===== src/rtl/spi_seq_pkg.sv =====
package spi_seq_pkg;

  typedef enum logic [2:0] {
    ST_IDLE,
    ST_PLAN,
    ST_FILL,
    ST_FIRE,
    ST_WAIT,
    ST_DRAIN
  } seq_st_e;

  // outgoing bytes a packet takes: all pending up to the packet capacity
  function automatic int unsigned wr_take(int unsigned left, int unsigned cap);
    return (left < cap) ? left : cap;
  endfunction

  // incoming bytes fill only the slots the outgoing bytes left free
  function automatic int unsigned rd_take(int unsigned left, int unsigned cap,
                                          int unsigned used);
    return (left < cap - used) ? left : cap - used;
  endfunction

  // byte i of a group of n sits n-1-i lanes up from lane 0
  function automatic int unsigned lane_for(int unsigned n, int unsigned idx);
    return n - 1 - idx;
  endfunction

  function automatic int unsigned bits_for(int unsigned nbytes);
    return nbytes * 8;
  endfunction

endpackage


===== src/rtl/spi_seq_plan.sv =====
module spi_seq_plan
  import spi_seq_pkg::*;
#(
  parameter int CNT_W     = 8,
  parameter int PKT_BYTES = 4,
  parameter int LANE_W    = 3
) (
  input  logic [CNT_W-1:0]  wr_left,
  input  logic [CNT_W-1:0]  rd_left,
  output logic [LANE_W-1:0] n_wr,
  output logic [LANE_W-1:0] n_rd,
  output logic              none_left
);

  always_comb begin
    n_wr      = LANE_W'(wr_take(32'(wr_left), PKT_BYTES));
    n_rd      = LANE_W'(rd_take(32'(rd_left), PKT_BYTES, 32'(n_wr)));
    none_left = (n_wr == '0) && (n_rd == '0);
  end

endmodule


===== src/rtl/spi_seq_lanes.sv =====
module spi_seq_lanes #(
  parameter int PKT_BYTES = 4,
  parameter int LIDX_W    = 2,
  parameter int WORD_W    = 32
) (
  input  logic [WORD_W-1:0] tx_word_q,
  input  logic [7:0]        wr_byte,
  input  logic [LIDX_W-1:0] wr_lane,
  output logic [WORD_W-1:0] tx_word_nx,
  input  logic [WORD_W-1:0] rx_word,
  input  logic [LIDX_W-1:0] rd_lane,
  output logic [7:0]        rd_byte
);

  for (genvar g = 0; g < PKT_BYTES; g++) begin : g_lane
    assign tx_word_nx[g*8 +: 8] = (wr_lane == LIDX_W'(g)) ? wr_byte
                                                          : tx_word_q[g*8 +: 8];
  end

  always_comb begin
    rd_byte = '0;
    for (int k = 0; k < PKT_BYTES; k++) begin
      if (rd_lane == LIDX_W'(k)) rd_byte = rx_word[k*8 +: 8];
    end
  end

endmodule


===== src/rtl/spi_seq_timer.sv =====
module spi_seq_timer #(
  parameter int LIMIT = 1000,
  parameter int TMR_W = 10
) (
  input  logic clk,
  input  logic rst_n,
  input  logic restart,
  input  logic run,
  output logic expire
);

  logic [TMR_W-1:0] cnt;

  assign expire = run && (cnt == TMR_W'(LIMIT - 1));

  always_ff @(posedge clk or negedge rst_n) begin
    if (!rst_n)               cnt <= '0;
    else if (restart)         cnt <= '0;
    else if (run && !expire)  cnt <= cnt + TMR_W'(1);
  end

endmodule


===== src/rtl/spi_pkt_seq.sv =====
module spi_pkt_seq
  import spi_seq_pkg::*;
#(
  parameter int CNT_W     = 8,
  parameter int PKT_BYTES = 4,
  parameter int TIMEOUT   = 1000,
  localparam int WORD_W   = 8 * PKT_BYTES,
  localparam int BITS_W   = $clog2(WORD_W + 1)
) (
  input  logic              clk,
  input  logic              rst_n,
  input  logic              txn_start,
  input  logic [CNT_W-1:0]  txn_wr_cnt,
  input  logic [CNT_W-1:0]  txn_rd_cnt,
  output logic              txn_done,
  output logic              txn_err,
  input  logic              wr_valid,
  input  logic [7:0]        wr_data,
  output logic              wr_ready,
  output logic              rd_valid,
  output logic [7:0]        rd_data,
  input  logic              rd_ready,
  output logic              pkt_start,
  output logic [WORD_W-1:0] pkt_tx_word,
  output logic [BITS_W-1:0] pkt_bits,
  input  logic              pkt_done,
  input  logic [WORD_W-1:0] pkt_rx_word,
  output logic              cs_active,
  output logic              stat_clr
);

  localparam int LANE_W = $clog2(PKT_BYTES + 1);
  localparam int LIDX_W = $clog2(PKT_BYTES);
  localparam int TMR_W  = $clog2(TIMEOUT);

  seq_st_e           st;
  logic [CNT_W-1:0]  wr_left, rd_left;
  logic [LANE_W-1:0] pkt_nw, pkt_nr, idx;
  logic [WORD_W-1:0] tx_word, rx_word, tx_word_nx;
  logic              cs_q, clr_q, done_q, err_q;

  logic [LANE_W-1:0] n_wr, n_rd;
  logic              none_left;
  logic [LIDX_W-1:0] wr_lane, rd_lane;
  logic [7:0]        rd_byte;
  logic              tmr_expire;

  // named internal events, also observed by the checker
  logic ev_accept, ev_plan_empty, ev_fire, ev_wr_take, ev_done_take;
  logic ev_abort, ev_rd_take, ev_finish, wr_last, rd_last;

  spi_seq_plan #(.CNT_W(CNT_W), .PKT_BYTES(PKT_BYTES), .LANE_W(LANE_W)) u_plan (
    .wr_left(wr_left), .rd_left(rd_left),
    .n_wr(n_wr), .n_rd(n_rd), .none_left(none_left)
  );

  assign wr_lane = LIDX_W'(lane_for(32'(pkt_nw) + 32'(pkt_nr), 32'(idx)));
  assign rd_lane = LIDX_W'(lane_for(32'(pkt_nr), 32'(idx)));

  spi_seq_lanes #(.PKT_BYTES(PKT_BYTES), .LIDX_W(LIDX_W), .WORD_W(WORD_W)) u_lanes (
    .tx_word_q(tx_word), .wr_byte(wr_data), .wr_lane(wr_lane),
    .tx_word_nx(tx_word_nx), .rx_word(rx_word), .rd_lane(rd_lane),
    .rd_byte(rd_byte)
  );

  spi_seq_timer #(.LIMIT(TIMEOUT), .TMR_W(TMR_W)) u_timer (
    .clk(clk), .rst_n(rst_n), .restart(ev_fire),
    .run((st == ST_WAIT) && !pkt_done), .expire(tmr_expire)
  );

  assign ev_accept     = (st == ST_IDLE) && txn_start;
  assign ev_plan_empty = (st == ST_PLAN) && none_left;
  assign ev_fire       = (st == ST_FIRE);
  assign ev_wr_take    = (st == ST_FILL) && wr_valid;
  assign ev_done_take  = (st == ST_WAIT) && pkt_done;
  assign ev_abort      = tmr_expire;
  assign ev_rd_take    = (st == ST_DRAIN) && rd_ready;
  assign ev_finish     = ev_plan_empty || ev_abort;
  assign wr_last       = (idx == pkt_nw - LANE_W'(1));
  assign rd_last       = (idx == pkt_nr - LANE_W'(1));

  always_ff @(posedge clk or negedge rst_n) begin
    if (!rst_n) begin
      st      <= ST_IDLE;
      wr_left <= '0;
      rd_left <= '0;
      pkt_nw  <= '0;
      pkt_nr  <= '0;
      idx     <= '0;
      tx_word <= '0;
      rx_word <= '0;
      cs_q    <= 1'b0;
      clr_q   <= 1'b0;
      done_q  <= 1'b0;
      err_q   <= 1'b0;
    end else begin
      clr_q  <= ev_accept || ev_finish;
      done_q <= ev_finish;
      unique case (st)
        ST_IDLE: if (txn_start) begin
          wr_left <= txn_wr_cnt;
          rd_left <= txn_rd_cnt;
          cs_q    <= 1'b1;
          err_q   <= 1'b0;
          st      <= ST_PLAN;
        end
        ST_PLAN: if (none_left) begin
          cs_q <= 1'b0;
          st   <= ST_IDLE;
        end else begin
          pkt_nw  <= n_wr;
          pkt_nr  <= n_rd;
          wr_left <= wr_left - CNT_W'(n_wr);
          rd_left <= rd_left - CNT_W'(n_rd);
          idx     <= '0;
          tx_word <= '0;
          st      <= (n_wr != '0) ? ST_FILL : ST_FIRE;
        end
        ST_FILL: if (ev_wr_take) begin
          tx_word <= tx_word_nx;
          if (wr_last) begin
            idx <= '0;
            st  <= ST_FIRE;
          end else begin
            idx <= idx + LANE_W'(1);
          end
        end
        ST_FIRE: st <= ST_WAIT;
        ST_WAIT: if (ev_done_take) begin
          rx_word <= pkt_rx_word;
          idx     <= '0;
          st      <= (pkt_nr != '0) ? ST_DRAIN : ST_PLAN;
        end else if (ev_abort) begin
          cs_q  <= 1'b0;
          err_q <= 1'b1;
          st    <= ST_IDLE;
        end
        ST_DRAIN: if (ev_rd_take) begin
          if (rd_last) st <= ST_PLAN;
          else         idx <= idx + LANE_W'(1);
        end
        default: st <= ST_IDLE;
      endcase
    end
  end

  assign pkt_start   = ev_fire;
  assign pkt_tx_word = tx_word;
  assign pkt_bits    = BITS_W'(bits_for(32'(pkt_nw) + 32'(pkt_nr)));
  assign wr_ready    = (st == ST_FILL);
  assign rd_valid    = (st == ST_DRAIN);
  assign rd_data     = rd_byte;
  assign cs_active   = cs_q;
  assign stat_clr    = clr_q;
  assign txn_done    = done_q;
  assign txn_err     = err_q;

endmodule


===== config.mk =====
export PLATFORM = sky130hd
export DESIGN_NAME = spi_pkt_seq
export DESIGN_NICKNAME = d
export VERILOG_FILES = /design/src/rtl/spi_seq_pkg.sv /design/src/rtl/spi_seq_plan.sv /design/src/rtl/spi_seq_lanes.sv /design/src/rtl/spi_seq_timer.sv /design/src/rtl/spi_pkt_seq.sv
export SDC_FILE = /design/constraint.sdc
export NUM_CORES = 1
export LEC_CHECK = 0
export BUFFER_PORTS_ARGS = -buffer_cell sky130_fd_sc_hd__buf_4
export CORE_MARGIN = 4
export CORE_UTILIZATION = 34
export CTS_CLUSTER_SIZE = 25
export DETAILED_ROUTE_END_ITERATION = 16
export PLACE_DENSITY = 0.6
export SYNTH_ARGS = -nofsm -noshare
export SYNTH_HDL_FRONTEND = slang
export SYNTH_SLANG_ARGS = --single-unit

===== constraint.sdc =====
create_clock -name clk -period 6.3 [get_ports clk]
set_input_delay 0.315 -clock clk [delete_from_list [all_inputs] [get_ports clk]]
set_output_delay 0.315 -clock clk [all_outputs]
set_load 0.02 [all_outputs]

[Yosys cells after proc, flatten, opt, wreduce, memory -nomap -nowiden]
Cells that the tools add are included.
Widths: inputs -> output; s select.
Storage, ports and cells
  register bits: 106
  input port bits: 62
  output and inout bits: 53
  logic and storage cells: 146
Cells by class
  add/sub/neg operators: 12
  order comparisons: 2
  equality and inequality tests: 30
  muxes and demuxes: 48
  bitwise operators: 1
  reduce and logical (&&, ||, !) cells: 37
Operators with widths (number)
  $mux 8: 12
  $mux 32: 2
  $pmux 32 s2: 1
  $mux 3: 16
  $lt 8x32->1: 1
  $pmux 8 s2: 2
  $mux 10: 2
  $reduce_and 4->1: 5
  $pmux 3 s6: 1
  $ne 2x1->1 const B: 8
  $sub 8x3->8: 2
  $ne 2x2->1 const B: 7
  $pmux 3 s4: 1
  $reduce_and 6->1: 2
  $add 10x1->10 const B: 1
  $eq 10x10->1 const B: 1
  $logic_and 1x1->1: 9
  $logic_not 3->1: 3
  $reduce_bool 3->1: 3
  $eq 2x2->1 const B: 4
  $lt 8x3->1 const B: 1
  $mux 1: 8
  $reduce_bool 2->1: 4
  $eq 3x2->1 const B: 2
  22 further kinds: 32

[Depth between registers and ports, before layout]
Gate-level depths: netlist of run 1.
  depth in word-level cells: 10
  gate-level depth with buffers: 20
  mapped depth without buffers: 20

[Cells and area by module]
Synthesis of run 1 repeated with hierarchy kept, for this count alone.
Second synthesis, totals
  cell total of the unflattened synthesis: 663
  area total of the unflattened synthesis: 6182.2 sq um
By module, submodules not included
  spi_pkt_seq: times used 1, cells each 513, area each 4635.7 sq um, seq. area each 2402.3 sq um
  spi_seq_lanes: times used 1, cells each 48, area each 636.9 sq um, seq. area each 0.0 sq um
  spi_seq_timer: times used 1, cells each 63, area each 609.3 sq um, seq. area each 250.2 sq um
  spi_seq_plan: times used 1, cells each 39, area each 300.3 sq um, seq. area each 0.0 sq um

[Worst setup path after synthesis of run 1]
OpenSTA, ideal clock, no wires.
  path kind: register to register
  from: register wr_left[3]
  to: register rd_left[6]
  setup time: 124 ps
  arrival time: 4341 ps
  data required time: 6176 ps
  setup slack: 1835 ps
  stages on the path, launching flop included: 20
  path buffers: 0
  period minus slack after synthesis: 4465 ps
  cells stage by stage: dfrtp_1 > or3_2 > nor3_1 > nand2b_1 > clkinv_1 > nand2_1 > ha_1 > ha_1 > ha_1 > nand3_1 > nor2_1 > a211oi_4 > mux2i_1 > ha_1 > inv_1 > fa_1 > a211o_1 > o31ai_1 > nand3_1 > o2bb2ai_1
Between the ends
  longest elaborated chain between the ends: 9
  elaborated cells on any way between the ends: 13
  those cells by class: 2 x add/sub; 2 x order compare; 1 x eq/ne; 4 x mux; 4 x reduce/logical
Ends and longest elaborated chain
  start, declared: line spi_pkt_seq.sv:37  | logic [CNT_W-1:0] wr_left, rd_left;
  start signal, assigned: line spi_pkt_seq.sv:101  | wr_left <= txn_wr_cnt;
  start signal, assigned: line spi_pkt_seq.sv:113  | wr_left <= wr_left - CNT_W'(n_wr);
  $lt 8x3->1 (*): line spi_seq_pkg.sv:14  | return (left < cap) ? left : cap;
  $mux 3 (*): line spi_seq_pkg.sv:14
  $sub 3x3->4 (*): line spi_seq_pkg.sv:20  | return (left < cap - used) ? left : cap - used;
  $lt 8x32->1: line spi_seq_pkg.sv:20
  $mux 3 (*): line spi_seq_pkg.sv:20
  via n_rd[0]: line spi_pkt_seq.sv:42  | logic [LANE_W-1:0] n_wr, n_rd;
  parallel branches: the longest is 4 deep, another holds $sub 8x3->8
  end signal, assigned: line spi_pkt_seq.sv:102  | rd_left <= txn_rd_cnt;
  end signal, assigned: line spi_pkt_seq.sv:114  | rd_left <= rd_left - CNT_W'(n_rd);
  end, declared: line spi_pkt_seq.sv:37
Mark *: on every way through the listed nets, which the timed path passes. The select of a mux whose other input is x is not followed.
A chain may end at the register's enable or synchronous reset.

[Worst setup path after layout of run 1]
Ends and elaborated chain as after synthesis.

==> flow_metrics.py, run 1 <==
metrics = {
    "setup_path": {
        "crit_required_ps": 6530,
        "worstSetupEndpoint": "rd_left[6]",
        "cp.arrival_ps": 5230,
        "crit_fanout": 9,
        "reg2reg_from": "wr_left[3]",
        "r2r_slack_ps": 1300,
        "crit_type": "register to register",
        "timing.critical_path.from": "wr_left[3]",
        "ff2ff_path_depth": 19,
        "worstSetupEndpointType": "register",
        "r2r_end": "rd_left[6]",
        "start_kind": "register",
    },
    "sta": {
        "relSlewSlack": 0.192,
        "hold_ws_ps": 195,
        "fin_setup_tns_ps": 0,
        "final_max_slew_viol_count": 0,
        "layout_min_cycle_time_ps": 5000,
        "skew_ps": 7.44,
        "rsz0062_at_grt": "false",
        "timing.fmax_mhz": 200,
        "hold_viol": 0,
        "setup_ws_ps": 1300,
        "tightestPinTransition_ps": 1200,
        "min_period_over_period": 0.793,
        "setup_viol": 0,
    },
    "power_and_ir_drop": {
        "power_mw": 3.65,
        "power_density_nw_per_um2": 537,
        "p_leak_nw": 3.08,
        "vdd_drop_max_mv": 0.192,
    },
    "logic_synthesis": {
        "netlist_area_sq_um": 5450,
        "avgSynthCellArea_sq_um": 11.7,
        "async_flop_share": 1.00,
        "syn_inst": 466,
        "ys.flop_type": "dfrtp_1",
        "ys_types": 66,
        "ys_ff_latch": 106,
        "synth_warnings": 0,
        "synth_enable_flop_cells": 0,
        "ys_seq_area_frac": 0.487,
    },
    "place": {
        "pre_cts_slack_ps": 1310,
        "place.gp.congestion": 0.853,
        "port_buffers": 111,
        "dp_hpwl_um": 10100,
    },
    "layout": {
        "final-seq-area_sq_um": 2650,
        "multi_input_area_sq_um": 2640,
        "num-fill-cells": 1521,
        "final_cell_mix": "buf_4 (116), dfrtp_1 (106), mux2_2 (37)",
        "n_antenna_cell": 0,
        "final_common_cell": "buf_4",
        "final_nets": 663,
        "areaGrowthSynthToFinish_pct": 24.8,
        "drive_above_1_share": 0.324,
        "fin_util": 0.431,
    },
    "clock_tree": {
        "htreeDepth": 3,
        "numCtsBuffers": 9,
        "cts_tree": "done",
        "worstSkewPairLatency_ps": 350,
        "cts_buffer_depth": 2,
        "cts_root_buf": "clkbuf_16",
        "cts_num_sinks": 106,
        "clk_pin_slew_ps": 70,
    },
    "status": {
        "status": "complete, no violations",
    },
    "drt": {
        "wirelength_um": 13800,
        "drtIter0Drc": 219,
        "viasPerCell": 5.19,
        "post_drt_wl_per_cell_um": 17.2,
        "vias": 4145,
        "ant_nets": 0,
        "drc_errors": 0,
        "dr.pass1.iters": 4,
    },
    "die": {
        "die_h_um": 135,
        "start_util": 0.345,
        "io_pins": 115,
        "core.rowCount": 46,
        "die_w_um": 135,
        "die-area_sq_um": 18100,
        "core_sq_um": 15800,
    },
    "min_path": {
        "hp-class": "input port to register",
    },
    "global_route": {
        "grt_pass1_wl_um": 22500,
        "gr-total-overflow": 0,
        "antenna_found_initial": 0,
        "grt_pass1_vias": 4284,
        "grtUsageTotal": 0.156,
        "grt_max_degree": 75,
    },
    "run": {
        "maxCapViolations": 0,
    },
}
## repair_timing
action                    in CTS  in global routing
resized for setup              0                  0
hold endpoints to repair      32                  0
buffers inserted               0                  0
hold buffers                   1                  0
## area by class of cell
class,instances,area share
Inverter,15,0.00828
Timing Repair Buffer,117,0.130
Tap cell,216,0.0397
Clock buffer,10,0.0337
Clock inverter,6,0.0107
Multi-Input combinational cell,329,0.388
Sequential cell,106,0.390
## worst max-delay path: stages (launching register included)
cell	delay, ps
dfrtp_1	440
or3_2	570
nor3_1	230
nand2b_1	140
clkinv_1	170
nand2_1	100
ha_1	200
ha_1	310
ha_1	300
nand3_1	90
nor2_1	60
a211oi_4	440
mux2i_1	310
ha_1	210
inv_1	60
fa_1	390
a211o_1	360
o31ai_1	220
nand3_1	120
o2bb2ai_1	160
## synthesized netlist by cell type, drive strengths merged (6+ instances only)
master	number	area [sq um]
clkbuf	14	66.3
buf	8	61.3
mux2i	13	130
o2bb2ai	8	70.1
o21ai	16	80.1
nand2	17	66.3
o211ai	6	45.0
mux4	8	180
xnor2	17	149
nor2b	7	43.8
nor3	7	35.0
inv	14	52.6
nand3	10	50.1
nor2	34	128
a22o	34	298
mux2	37	417
dfrtp	106	2650
ha	21	263
a21oi	18	101
a31oi	8	50.1
## registers in the layout, summed over array words and instances (netlist names), 8 cells and up
| register | flops |
|---|---|
| pkt_tx_word | 32 |
| rx_word | 32 |
| u_timer.cnt | 10 |
| rd_left | 8 |
| wr_left | 8 |
## how the worst min path moves through the flow
stage	from	to	slack (ps)	depth (start not counted)
6_report	txn_wr_cnt[0]	wr_left[0]	190	2
5_1_grt	pkt_rx_word[17]	rx_word[17]	180	2
4_1_cts	pkt_rx_word[21]	rx_word[21]	180	2
3_5_place_dp	rst_n	rx_word[13]	280	1
3_3_place_gp	rst_n	rx_word[7]	270	1
2_1_floorplan	rst_n	cs_active	20	0
## stage by stage
step / instance area, sq um / std cells
6_report: 6800 / 799
5_1_grt: 6800 / 799
4_1_cts: 6800 / 799
3_5_place_dp: 6490 / 782
3_3_place_gp: 6490 / 782
2_1_floorplan: 5470 / 473
## routing by layer
metal / up-vias / global-route usage / share of wire
met5: - / 0 / 0
met4: 0 / 0.0509 / 0.018
met3: 21 / 0.0417 / 0.050
met2: 113 / 0.244 / 0.47
met1: 2073 / 0.212 / 0.46
li1: 1938 / - / -
## report_power, final
part / leakage (nW) / internal, mW / switching, mW
Sequential: 1.36 / 0.941 / 0.214
Clock: 0.149 / 0.314 / 0.263
Combinational: 1.57 / 0.899 / 1.02
## kinds of logic after synthesis
kind of cell | share of synthesized area
compound gates | 0.150
xor+xnor | 0.0338
fa+ha+maj | 0.0556
buf+inv | 0.0354
flops | 0.487
mux | 0.133
other cells | 0.00138
simple gates | 0.104
(Power assumes the default switching activity.)
==> run 2: changes to the inputs <==
- ABC_AREA: not set -> 1
- PLACE_DENSITY: 0.6 -> 0.62
- clock period: 6.3 -> 4.46 ns (I/O delays scaled with it)
==> flow_metrics.py, run 2 <==
metrics = {
    "logic_synthesis": {
        "synth_enable_flop_cells": 0,
        "ys.flop_type": "dfrtp_1",
        "synth.most_common_cell": "nand2_1",
        "ys_ff_latch": 106,
        "netlist_area_sq_um": 5740,
        "syn_inst": 739,
        "ys_seq_area_frac": 0.462,
        "yosys.area.top_type": "dfrtp_1",
        "async_flop_share": 1.00,
        "synthTopCellsByArea": "dfrtp_1 (46%), nand2_1 (18%), nand4_1 (4.9%)",
        "ys_types": 39,
        "synth_top_area_share": 0.462,
        "avgSynthCellArea_sq_um": 7.77,
        "synth_warnings": 0,
        "synth_common_cells": "nand2_1 (282), dfrtp_1 (106), inv_1 (69)",
    },
    "sta": {
        "fin_setup_tns_ps": 0,
        "final_max_slew_viol_count": 0,
        "setup_viol": 0,
        "tightestPinTransition_ps": 948,
        "min_period_over_period": 0.919,
        "timing.fmax_mhz": 244,
        "skew_ps": 11.4,
        "layout_min_cycle_time_ps": 4100,
        "setup_ws_ps": 363,
        "relSlewSlack": 0.368,
        "hold_viol": 0,
    },
    "layout": {
        "areaGrowthSynthToFinish_pct": 23.1,
        "n_antenna_cell": 0,
        "fin_util": 0.427,
        "num-fill-cells": 1724,
        "final_cell_mix": "nand2_1 (279), buf_4 (118), dfrtp_1 (106)",
        "final_nets": 934,
        "fin_cells": 1074,
        "final_common_cell": "nand2_1",
        "drive_above_1_share": 0.176,
    },
    "setup_path": {
        "cpMostUsedCell": "nand2_1",
        "slowest_stage": "dfrtp_1",
        "crit_required_ps": 4710,
        "start_kind": "register",
        "crit_fanout": 7,
        "crit_type": "register to register",
        "worstSetupEndpointType": "register",
        "cp.arrival_ps": 4350,
        "slowest_delay_ps": 420,
    },
    "global_route": {
        "antenna_found_initial": 0,
        "grtUsageTotal": 0.158,
        "gr-total-overflow": 0,
        "grt_pass1_wl_um": 23900,
        "grt_pass1_vias": 4825,
        "grt_max_degree": 73,
    },
    "drt": {
        "vias": 5063,
        "viasPerCell": 4.71,
        "dr.pass1.iters": 4,
        "wirelength_um": 14700,
        "drtIter0Drc": 320,
        "ant_nets": 0,
        "drc_errors": 0,
        "post_drt_wl_per_cell_um": 13.7,
    },
    "clock_tree": {
        "htreeDepth": 3,
        "cts_buffer_depth": 2,
        "worstSkewPairLatency_ps": 360,
        "numCtsBuffers": 9,
        "cts_root_buf": "clkbuf_16",
        "cts_num_sinks": 106,
        "clk_pin_slew_ps": 80,
        "cts_tree": "done",
    },
    "place": {
        "place.gp.congestion": 0.843,
        "port_buffers": 111,
        "dp_hpwl_um": 10500,
        "pre_cts_slack_ps": 336,
        "dpl.cell_count": 1055,
    },
    "die": {
        "io_pins": 115,
        "core_sq_um": 16600,
        "die_w_um": 138,
        "die-area_sq_um": 19000,
        "core.rowCount": 47,
        "die_h_um": 138,
        "start_util": 0.346,
    },
    "power_and_ir_drop": {
        "vdd_drop_max_mv": 0.297,
        "power_density_nw_per_um2": 731,
        "p_leak_nw": 3.76,
    },
    "status": {
        "status": "complete, no violations",
    },
    "run": {
        "maxCapViolations": 0,
    },
    "min_path": {
        "hp-class": "input port to async pin",
    },
}
-- run 2: critical path, delay by kind of cell, from the launching register on --
family / cells / cell delay [ps]
AND/OR/NAND/NOR: 15 / 1360
adder cells (fa/ha/maj): 5 / 1330
AO/OA/AOI/OAI: 3 / 610
flip-flops: 1 / 420
buffers and inverters: 5 / 270
-- run 2: layout make-up --
class / count / area [sq um] / share of cell area
Sequential cell: 106 / 2650 / 0.375
Tap cell: 220 / 275 / 0.0389
Inverter: 70 / 263 / 0.0371
Clock buffer: 10 / 229 / 0.0324
Multi-Input combinational cell: 544 / 2730 / 0.385
Clock inverter: 6 / 42.5 / 0.00601
Timing Repair Buffer: 118 / 886 / 0.125
-- run 2: metal layers --
layer,share of wire,global-route usage,up-vias
met5,0,0,-
met4,0.011,0.0362,0
met3,0.060,0.0479,17
met2,0.45,0.248,106
met1,0.47,0.216,2333
li1,-,-,2607
-- run 2: stage by stage --
step | total power [mW] | cell area, sq um | hold WS [ps]
after CTS | 5.23 | 7040 | 43.8
final | 5.17 | 7070 | 14.7
after global routing | 5.68 | 7070 | 50.3
after detailed placement | 4.45 | 6770 | 421
after global placement | 4.42 | 6770 | 422
after floorplan | 3.56 | 5770 | -72.6
-- run 2: cells by family after synthesis --
| group | share of synthesized area |
|---|---|
| and+or+nand+nor | 0.321 |
| other | 0.00131 |
| xor gates and xnor gates | 0.0213 |
| muxes | 0.00871 |
| adders and majority gates | 0.0527 |
| buffers and inverters | 0.0697 |
| DFF | 0.462 |
| AOI/OAI and AO/OA | 0.0632 |
-- run 2: repair_timing --
item | CTS | global route
setup buffers | 0 | 3
hold buffers | 0 | 0
endpoints found under the setup margin | 0 | 1
gates resized for setup | 0 | 3
-- run 2: report_power, final --
| part | leakage, nW | switching, mW | internal (mW) | total, mW |
|---|---|---|---|---|
| Sequential | 1.36 | 0.270 | 1.32 | 1.59 |
| Combinational | 2.27 | 1.78 | 1.05 | 2.83 |
| Clock | 0.129 | 0.369 | 0.380 | 0.749 |
| Total | 3.76 | 2.42 | 2.75 | 5.17 |
-- run 2: worst paths after layout --
kind,start,endpoint,slack (ps),cells past startpoint
hold reg to reg,pkt_tx_word[31],pkt_tx_word[31],470,2
setup reg to reg,wr_left[3],rd_left[6],360,28
hold / removal,rst_n,rd_left[6],10,1
min in group clk,pkt_rx_word[12],rx_word[12],60,3
max in group asynchronous,rst_n,rx_word[31],3430,2
setup / recovery,wr_left[3],rd_left[6],360,28
